===== src/rtl/dbPkg.sv =====
package dbPkg;
  localparam int DB_QID_W = 8;
  localparam logic [7:0] INFO_BAD_SQ = 8'd0;
  localparam logic [7:0] INFO_BAD_DB = 8'd1;
  localparam logic [2:0] EVT_ERROR   = 3'd0;
  localparam logic [7:0] PAGE_ERRLOG = 8'h01;

  typedef struct packed {
    logic                load;
    logic                isCq;
    logic [DB_QID_W-1:0] qid;
    logic                err;
    logic [7:0]          code;
  } dbCtl_t;
endpackage


===== src/rtl/dbDecodeCtrl.sv =====
module dbDecodeCtrl
  import dbPkg::*;
#(
  parameter int NQ       = 4,
  parameter int PTR_W    = 16,
  parameter int ADDR_W   = 16,
  parameter int STRIDE_W = 4,
  parameter int BASE     = 32'h1000
) (
  input  logic                clk,
  input  logic                rstN,
  input  logic                wrEn,
  input  logic [ADDR_W-1:0]   wrAddr,
  input  logic [PTR_W-1:0]    wrData,
  input  logic [STRIDE_W-1:0] stride,
  input  logic [NQ-1:0]       sqValid,
  input  logic [NQ-1:0]       cqValid,
  input  logic [NQ*PTR_W-1:0] sqSize,
  input  logic [NQ*PTR_W-1:0] cqSize,
  output dbCtl_t              ctl
);
  logic [PTR_W-1:0] sqSz [NQ];
  logic [PTR_W-1:0] cqSz [NQ];

  for (genvar q = 0; q < NQ; q++) begin : g_unpack
    assign sqSz[q] = sqSize[q*PTR_W +: PTR_W];
    assign cqSz[q] = cqSize[q*PTR_W +: PTR_W];
  end

  logic [31:0]      addrW, stepW, offW, qidW;
  logic             isCq, exists;
  logic [PTR_W-1:0] selSize;

  always_comb begin
    addrW   = 32'(wrAddr);
    stepW   = 32'd4 << stride;
    offW    = addrW - 32'(BASE);
    isCq    = |(offW & stepW);
    qidW    = offW >> (32'd3 + 32'(stride));
    exists  = 1'b0;
    selSize = '0;
    for (int i = 0; i < NQ; i++) begin
      if (qidW == 32'(i)) begin
        exists  = isCq ? cqValid[i] : sqValid[i];
        selSize = isCq ? cqSz[i] : sqSz[i];
      end
    end

    ctl      = '0;
    ctl.isCq = isCq;
    ctl.qid  = qidW[DB_QID_W-1:0];
    if (wrEn && addrW >= 32'(BASE)) begin
      if ((addrW & (stepW - 32'd1)) != 32'd0) begin
        ctl.err  = 1'b1;
        ctl.code = INFO_BAD_DB;
      end else if (!exists) begin
        ctl.err  = 1'b1;
        ctl.code = isCq ? INFO_BAD_DB : INFO_BAD_SQ;
      end else if (wrData >= selSize) begin
        ctl.err  = 1'b1;
        ctl.code = INFO_BAD_DB;
      end else begin
        ctl.load = 1'b1;
      end
    end
  end

  // writes outside the window or with enable low take no action
  p_idle_r8: assert property (@(posedge clk) disable iff (!rstN)
    (!wrEn || 32'(wrAddr) < 32'(BASE)) |-> (!ctl.load && !ctl.err));

  // a low address bit set is always off the grid, whatever the stride
  p_misalign_r3: assert property (@(posedge clk) disable iff (!rstN)
    (wrEn && 32'(wrAddr) >= 32'(BASE) && wrAddr[1:0] != 2'b00)
      |-> (ctl.err && ctl.code == INFO_BAD_DB && !ctl.load));
endmodule


===== src/rtl/dbPtrPath.sv =====
module dbPtrPath
  import dbPkg::*;
#(
  parameter int NQ    = 4,
  parameter int PTR_W = 16
) (
  input  logic                clk,
  input  logic                rstN,
  input  dbCtl_t              ctl,
  input  logic [PTR_W-1:0]    wrData,
  output logic [NQ*PTR_W-1:0] sqTail,
  output logic [NQ*PTR_W-1:0] cqHead,
  output logic [NQ-1:0]       sqUpd,
  output logic [NQ-1:0]       cqUpd,
  output logic                evtValid,
  output logic [2:0]          evtType,
  output logic [7:0]          evtInfo,
  output logic [7:0]          evtLogPage
);
  for (genvar q = 0; q < NQ; q++) begin : g_q
    logic hitSq, hitCq;
    assign hitSq = ctl.load && !ctl.isCq && ctl.qid == DB_QID_W'(q);
    assign hitCq = ctl.load &&  ctl.isCq && ctl.qid == DB_QID_W'(q);

    always_ff @(posedge clk) begin
      if (!rstN) begin
        sqTail[q*PTR_W +: PTR_W] <= '0;
        cqHead[q*PTR_W +: PTR_W] <= '0;
        sqUpd[q] <= 1'b0;
        cqUpd[q] <= 1'b0;
      end else begin
        if (hitSq) sqTail[q*PTR_W +: PTR_W] <= wrData;
        if (hitCq) cqHead[q*PTR_W +: PTR_W] <= wrData;
        sqUpd[q] <= hitSq;
        cqUpd[q] <= hitCq;
      end
    end
  end

  always_ff @(posedge clk) begin
    if (!rstN) begin
      evtValid   <= 1'b0;
      evtType    <= '0;
      evtInfo    <= '0;
      evtLogPage <= '0;
    end else begin
      evtValid <= ctl.err;
      if (ctl.err) begin
        evtType    <= EVT_ERROR;
        evtInfo    <= ctl.code;
        evtLogPage <= PAGE_ERRLOG;
      end
    end
  end

  // one outcome per write
  p_one_outcome_r10: assert property (@(posedge clk) disable iff (!rstN)
    $onehot0({sqUpd, cqUpd, evtValid}));

  // event fields as the dispatcher expects
  p_evt_fields_r7: assert property (@(posedge clk) disable iff (!rstN)
    evtValid |-> (evtType == EVT_ERROR && evtLogPage == PAGE_ERRLOG));

  // a tail load is seen as a strobe on the next cycle
  p_load_strobe_r1: assert property (@(posedge clk) disable iff (!rstN)
    (ctl.load && !ctl.isCq) |=> (sqUpd != '0));
endmodule


===== src/rtl/dbWriteDecoder.sv =====
module dbWriteDecoder
  import dbPkg::*;
#(
  parameter int NQ       = 4,
  parameter int PTR_W    = 16,
  parameter int ADDR_W   = 16,
  parameter int STRIDE_W = 4
) (
  input  logic                clk,
  input  logic                rstN,
  input  logic                wrEn,
  input  logic [ADDR_W-1:0]   wrAddr,
  input  logic [PTR_W-1:0]    wrData,
  input  logic [STRIDE_W-1:0] stride,
  input  logic [NQ-1:0]       sqValid,
  input  logic [NQ-1:0]       cqValid,
  input  logic [NQ*PTR_W-1:0] sqSize,
  input  logic [NQ*PTR_W-1:0] cqSize,
  output logic [NQ*PTR_W-1:0] sqTail,
  output logic [NQ*PTR_W-1:0] cqHead,
  output logic [NQ-1:0]       sqUpd,
  output logic [NQ-1:0]       cqUpd,
  output logic                evtValid,
  output logic [2:0]          evtType,
  output logic [7:0]          evtInfo,
  output logic [7:0]          evtLogPage
);
  dbCtl_t ctl;

  dbDecodeCtrl #(
    .NQ(NQ), .PTR_W(PTR_W), .ADDR_W(ADDR_W), .STRIDE_W(STRIDE_W), .BASE(32'h1000)
  ) u_ctrl (
    .clk(clk), .rstN(rstN), .wrEn(wrEn), .wrAddr(wrAddr), .wrData(wrData),
    .stride(stride), .sqValid(sqValid), .cqValid(cqValid),
    .sqSize(sqSize), .cqSize(cqSize), .ctl(ctl)
  );

  dbPtrPath #(.NQ(NQ), .PTR_W(PTR_W)) u_path (
    .clk(clk), .rstN(rstN), .ctl(ctl), .wrData(wrData),
    .sqTail(sqTail), .cqHead(cqHead), .sqUpd(sqUpd), .cqUpd(cqUpd),
    .evtValid(evtValid), .evtType(evtType), .evtInfo(evtInfo),
    .evtLogPage(evtLogPage)
  );
endmodule


===== config.mk =====
export PLATFORM = sky130hd
export DESIGN_NAME = dbWriteDecoder
export DESIGN_NICKNAME = d
export VERILOG_FILES = /design/src/rtl/dbPkg.sv /design/src/rtl/dbDecodeCtrl.sv /design/src/rtl/dbPtrPath.sv /design/src/rtl/dbWriteDecoder.sv
export SDC_FILE = /design/constraint.sdc
export NUM_CORES = 1
export LEC_CHECK = 0
export BUFFER_PORTS_ARGS = -buffer_cell sky130_fd_sc_hd__clkbuf_2
export CORE_ASPECT_RATIO = 1.4
export CORE_MARGIN = 3
export CORE_UTILIZATION = 50
export DETAILED_ROUTE_END_ITERATION = 8
export PLACE_DENSITY = 0.92
export SYNTH_ARGS = -nofsm -noshare
export SYNTH_HDL_FRONTEND = slang
export SYNTH_SLANG_ARGS = --single-unit

===== constraint.sdc =====
create_clock -name clk -period 13.9 [get_ports clk]
set_input_delay 0.695 -clock clk [delete_from_list [all_inputs] [get_ports clk]]
set_output_delay 0.695 -clock clk [all_outputs]
set_load 0.02 [all_outputs]

==> flow_metrics.py, run 1 <==
metrics = {
    "timing": {
        "clock.fmax_ghz": 0.1349,
        "final.setup_skew_ps": 0,
        "timing.final.crit_share": 0.5334,
        "relSlewSlack": 0.2065,
        "min_period_ps": 7414,
        "tns_ps": 0,
        "tightest_slew_ps": 1184,
        "finalMaxSlewViolations": 0,
        "rsz0062_at_grt": "no",
        "setup_viol": 0,
        "hold_viol": 0,
    },
    "clock_tree": {
        "cts.sinks": 139,
        "cts.path.max_buffers": 2,
        "cts-root-buf": "clkbuf_16",
        "cts_max_level": 4,
        "post_cts_buffers": 0,
        "clk_pin_slew_ps": 60,
        "cts_tree": "done",
        "clock_latency_ps": 410,
        "cts-resized-gates": 0,
        "numCtsBuffers": 17,
        "cts_hold_buf": 0,
    },
    "synthesis": {
        "synthFlopType": "dfxtp_1",
        "synth.most_common_cell": "mux2i_1",
        "async_flop_share": 0,
        "ys_top_cells_by_count": "mux2i_1, dfxtp_1, nand2_1, nor2_1, o21ai_0",
        "netlist_top_cells_area": "dfxtp_1, mux2i_1, nand2_1, nor2_1, ha_1",
        "yosysWarnings": 0,
        "ys_seq_area_frac": 0.3520,
        "synthCells": 873,
        "synth-edff-count": 0,
        "synth-seq-cells": 139,
        "yosysTopAreaCell": "dfxtp_1",
        "synth_top_area_share": 0.3520,
        "synth.avg_cell_area_sq_um": 9.057,
        "synth_area_sq_um": 7906,
        "yosysUniqueCellTypes": 82,
    },
    "place": {
        "gp_congestion": 0.9503,
        "numPortBuffers": 313,
        "dp.cells": 1324,
        "dp_hpwl_microns": 21350,
    },
    "grt": {
        "grt_max_degree": 85,
        "antenna_found_initial": 0,
        "overflow": 0,
        "grt_usage": 0.3086,
        "grt_pass1_vias": 7745,
        "grt_pass1_wl_microns": 42440,
    },
    "final_layout": {
        "layout.cells.non_filler": 1355,
        "diodes": 0,
        "area_growth_pct": 26.73,
        "fin_nets": 1345,
        "drive_above_1_share": 0.3414,
    },
    "outcome": {
        "status": "completed",
    },
    "worst_setup_path": {
        "cp.required_ps": 14160,
        "crit_fanout": 16,
        "r2r_slack_ps": 13120,
        "r2r-start": "u_path.sqTail[29]$_SDFFE_PN0P_",
        "path_class": "input pin to flip-flop",
        "max_stage_delay_ps": 940,
        "crit_family": "simple AND/OR/NAND/NOR gates",
        "end_kind": "flip-flop",
        "critical_path_buf_inv_count": 3,
        "crit_chain": "clkbuf_2 > inv_1 > ha_1 > nor3b_1 > nor3_1 > a2111oi_0 > nor4_1 > a31o_2 > nand2_1 > or2_0 > buf_4 > o22ai_1 > a21oi_1 > ha_1 > a21oi_1 > o21ai_0 > a221o_1 > a31o_2 > or4_1 > nor2_2 > nand4b_1 > mux2i_1 > nor2_1",
        "critPathLaunch": "wrAddr[12]",
        "worstPathArrival_ps": 7670,
        "start_kind": "input pin",
        "crit_cells": 23,
        "crit_end": "u_path.sqTail[28]$_SDFFE_PN0P_",
        "reg2regPathDepth": 2,
        "worst_r2r_endpoint": "u_path.sqTail[29]$_SDFFE_PN0P_",
        "crit_slowest_cell": "nand4b_1",
    },
    "route": {
        "dr.pass1.iters": 5,
        "drt_iter0_drc": 825,
        "detail-route-antenna-nets": 0,
        "detail_route.vias_per_cell": 5.821,
        "wl_per_cell_microns": 20.85,
        "drc": 0,
        "vias": 7888,
        "totalWireLength_microns": 28250,
    },
    "floorplan": {
        "die_h_microns": 154.8,
        "start_util": 0.5184,
        "die_x_microns": 112.3,
        "rows": 53,
        "io_pins": 331,
        "core-area_sq_um": 15250,
        "dieArea_sq_um": 17380,
    },
    "worst_hold_path": {
        "holdCritPathClass": "flip-flop to flip-flop",
        "hold_path_depth": 2,
    },
    "power": {
        "power_density_nw_per_um2": 103.5,
        "p_leak_nw": 4.906,
        "irDropWorstVdd_uv": 115.6,
    },
    "job": {
        "cap_violations": 0,
    },
}
[worst min-delay path, delay by kind of cell, from the launching register on]
family	cells	cell delay [ps]
AND/OR/NAND/NOR	1	50
flip-flops	1	310
multiplexers	1	50
[kinds of logic (layout without fill, tap and decap cells)]
logic type / after synthesis / in the layout / synth area share
DFF: 139 / 139 / 0.3520
AOI/OAI and AO/OA: 130 / 130 / 0.1105
adders and majority gates: 19 / 19 / 0.03007
and+or+nand+nor: 279 / 279 / 0.1715
xor gates and xnor gates: 2 / 2 / 0.002216
other: 1 / 17 / 0.0004743
muxes: 208 / 208 / 0.2678
buffers and inverters: 95 / 369 / 0.06552
[routing by layer]
layer / GRT usage / vias up / share of wire
li1: - / 3653 / -
met1: 0.3585 / 3685 / 0.36
met2: 0.5254 / 462 / 0.50
met3: 0.08806 / 88 / 0.097
met4: 0.1380 / 0 / 0.041
met5: 0 / - / 0
[cell usage in the layout (no fill, tap or decap), types with 10 or more instances in the layout]
cell type | netlist | final
clkbuf_2 | 1 | 313
mux2i_1 | 189 | 189
dfxtp_1 | 139 | 139
nand2_1 | 113 | 113
nor2_1 | 85 | 85
o21ai_0 | 31 | 31
a21oi_1 | 29 | 29
ha_1 | 19 | 19
mux2_2 | 18 | 18
conb_1 | 1 | 17
clkbuf_16 | 0 | 17
o22ai_1 | 15 | 15
inv_1 | 13 | 13
buf_4 | 25 | 11
nor4_1 | 10 | 10
[area by class of cell]
class,instances,area [sq um]
multi-input cells,655,4701
well taps,192,240.2
clock buffers,18,439.2
repair buffers,324,1649
fillers,1159,5233
clock inverters,13,155.1
flip-flops and latches,139,2783
inverters,14,52.55
[power breakdown]
part	internal (W)	switching, W	total (W)
registers	0.000399	0.000000240	0.000399
clock network	0.000274	0.000189	0.000462
logic	0.0000702	0.000105	0.000176
total	0.000743	0.000294	0.00104
[state kept, by name, summed over array words and instances (netlist names)]
register	cells
u_path.evtLogPage	1
u_path.sqTail	64
u_path.evtValid	1
u_path.cqUpd	4
u_path.sqUpd	4
u_path.cqHead	64
u_path.evtInfo	1
[per-stage QoR]
| step | power, W | hold slack (ps) | util | cell area, sq um | worst slack, ps |
|---|---|---|---|---|---|
| final | 0.001037 | 460.3 | 0.6569 | 10020 | 6486 |
| after global routing | 0.001071 | 477.3 | 0.6569 | 10020 | 6147 |
| after CTS | 0.001039 | 464.2 | 0.6569 | 10020 | 6617 |
| after detailed placement | 0.0005804 | 449.3 | 0.6180 | 9425 | 6234 |
| after global placement | 0.0005784 | 441.4 | 0.6180 | 9425 | 6585 |
| after floorplan | 0.0005236 | 533.2 | - | 7966 | 7946 |
[worst min path at each step]
stage | startpoint | end | slack, ps
final | u_path.cqHead[55]$_SDFFE_PN0P_ | u_path.cqHead[55]$_SDFFE_PN0P_ | 460
after CTS | u_path.cqHead[55]$_SDFFE_PN0P_ | u_path.cqHead[55]$_SDFFE_PN0P_ | 460
after global placement | u_path.sqTail[36]$_SDFFE_PN0P_ | u_path.sqTail[36]$_SDFFE_PN0P_ | 440
after detailed placement | u_path.sqTail[61]$_SDFFE_PN0P_ | u_path.sqTail[61]$_SDFFE_PN0P_ | 450
after global routing | u_path.cqHead[62]$_SDFFE_PN0P_ | u_path.cqHead[62]$_SDFFE_PN0P_ | 480
after floorplan | u_path.cqHead[32]$_SDFFE_PN0P_ | u_path.cqHead[32]$_SDFFE_PN0P_ | 530
Power figures use the tool's default switching activity.
==> run 2: changes to the inputs <==
CORE_UTILIZATION = 49   (was 50)
PLACE_DENSITY = 0.9   (was 0.92)
clock period = 6.85 ns   (was 13.9 ns; I/O delays follow)
==> flow_metrics.py, run 2 (same netlist as run 1, synthesis figures left out) <==
metrics = {
    "clock_tree": {
        "cts_tree": "done",
        "cts-resized-gates": 0,
        "cts-root-buf": "clkbuf_16",
        "cts_max_level": 4,
        "clk_pin_slew_ps": 60,
        "numCtsBuffers": 17,
        "post_cts_buffers": 0,
        "clock_latency_ps": 420,
        "cts_hold_buf": 0,
        "cts.sinks": 139,
        "cts.path.max_buffers": 2,
    },
    "place": {
        "gp_congestion": 0.9184,
        "place_area_sq_um": 9498,
        "pre_cts_slack_ps": 506.6,
        "numPortBuffers": 313,
        "dp_hpwl_microns": 21070,
    },
    "route": {
        "dr.pass1.iters": 7,
        "drt_iter0_drc": 721,
        "detail-route-antenna-nets": 0,
        "wl_per_cell_microns": 21.02,
        "detail_route.vias_per_cell": 5.846,
        "totalWireLength_microns": 28780,
        "drc": 0,
        "vias": 8003,
    },
    "final_layout": {
        "postLayoutCellArea_sq_um": 10130,
        "reg_top3": "u_path.cqHead: 64 flops, u_path.sqTail: 64 flops",
        "area_growth_pct": 28.11,
        "drive_above_1_share": 0.3470,
        "final_common_cell": "clkbuf_2",
        "final_util": 0.6462,
        "layout_common_cells": "clkbuf_2, mux2i_1, dfxtp_1",
        "diodes": 0,
        "fin_nets": 1354,
    },
    "job": {
        "cap_violations": 0,
    },
    "worst_setup_path": {
        "path_class": "input pin to flip-flop",
        "crit_slowest_cell": "or2_0",
        "start_kind": "input pin",
        "cp.required_ps": 7120,
        "worstPathArrival_ps": 6320,
        "crit_chain": "clkbuf_2 > inv_1 > ha_1 > nor3b_1 > nor3_1 > a2111oi_0 > buf_4 > nor4_1 > a31o_2 > nand2_1 > or2_0 > o22ai_1 > a21oi_1 > ha_1 > a21oi_1 > nand2_1 > a221o_1 > a31o_2 > or4_1 > nor2_2 > nand4_4 > mux2i_1 > nor2_1",
        "end_kind": "flip-flop",
        "crit_fanout": 16,
        "critPathLaunch": "wrAddr[12]",
        "r2r-start": "u_path.sqTail[54]$_SDFFE_PN0P_",
        "max_stage_delay_ps": 680,
    },
    "timing": {
        "clock.fmax_ghz": 0.1655,
        "final.setup_skew_ps": 0,
        "timing.final.crit_share": 0.8823,
        "finalMaxSlewViolations": 0,
        "setup_viol": 0,
        "tns_ps": 0,
        "rsz0062_at_grt": "no",
        "min_period_ps": 6044,
        "relSlewSlack": 0.4203,
        "tightest_slew_ps": 866.0,
        "hold_viol": 0,
        "fin_ws_ps": 806.1,
    },
    "power": {
        "p_leak_nw": 4.973,
        "power_density_nw_per_um2": 213.8,
        "irDropWorstVdd_uv": 267.2,
        "power.total_w": 0.002165,
    },
    "grt": {
        "grt_max_degree": 85,
        "overflow": 0,
        "grt_pass1_vias": 7906,
        "grt_pass1_wl_microns": 42730,
        "antenna_found_initial": 0,
        "grt_usage": 0.3084,
    },
    "floorplan": {
        "core-area_sq_um": 15680,
        "rows": 54,
        "die_h_microns": 156.3,
        "die_x_microns": 113.4,
        "start_util": 0.5044,
        "io_pins": 331,
        "dieArea_sq_um": 17720,
    },
    "worst_hold_path": {
        "min_from": "sqValid[2]",
        "holdCritPathClass": "input pin to flip-flop",
    },
    "outcome": {
        "status": "completed",
    },
}
-- run 2: cell types whose count changed in the layout (fill, tap and decap cells not counted) --
| cell | change |
|---|---|
| clkinv_4 | +3 |
| clkinvlp_4 | -2 |
| inv_6 | -4 |
| bufinv_16 | +1 |
| inv_8 | +1 |
| clkinv_2 | +1 |
| clkbuf_8 | +1 |
| buf_4 | +9 |
-- run 2: critical path: cells and delay by family --
kind	cells	cell delay [ps]
simple gates	10	2710
compound gates	7	1820
buf+inv	3	570
fa+ha+maj	2	550
mux	1	290
-- run 2: final timing paths --
| kind | cells after the start | endpoint | slack [ps] |
|---|---|---|---|
| worst min-delay path | 3 | u_path.sqUpd[2]$_SDFF_PN0_ | 160 |
| worst max register to register | 2 | u_path.sqTail[54]$_SDFFE_PN0P_ | 6050 |
| worst min register to register | 2 | u_path.sqTail[51]$_SDFFE_PN0P_ | 460 |
| worst max-delay path | 23 | u_path.sqTail[2]$_SDFFE_PN0P_ | 810 |
-- run 2: report_power, final --
part           internal [W]  switching, W
Combinational      0.000146      0.000218
Clock              0.000602      0.000390
Sequential         0.000809   0.000000512
-- run 2: layout make-up --
type / count / area, sq um
inverters: 14 / 52.55
well taps: 196 / 245.2
fillers: 1258 / 5547
repair buffers: 333 / 1717
clock buffers: 19 / 452.9
multi-input cells: 655 / 4701
flip-flops and latches: 139 / 2783
clock inverters: 13 / 177.7
-- run 2: per-stage QoR --
stage                     std cells  hold WS [ps]
after floorplan                 889         483.6
after global placement         1337         440.9
after detailed placement       1337         445.6
after CTS                      1369         150.5
after global routing           1369         181.5
final                          1369         157.1
-- run 2: per-layer routing --
metal / GRT usage / routed length (microns) / up-vias
met4: 0.1438 / 1061 / 0
met5: 0 / 0 / -
met3: 0.08665 / 2645 / 83
met2: 0.5169 / 14370 / 451
met1: 0.3645 / 10700 / 3808
li1: - / - / 3661
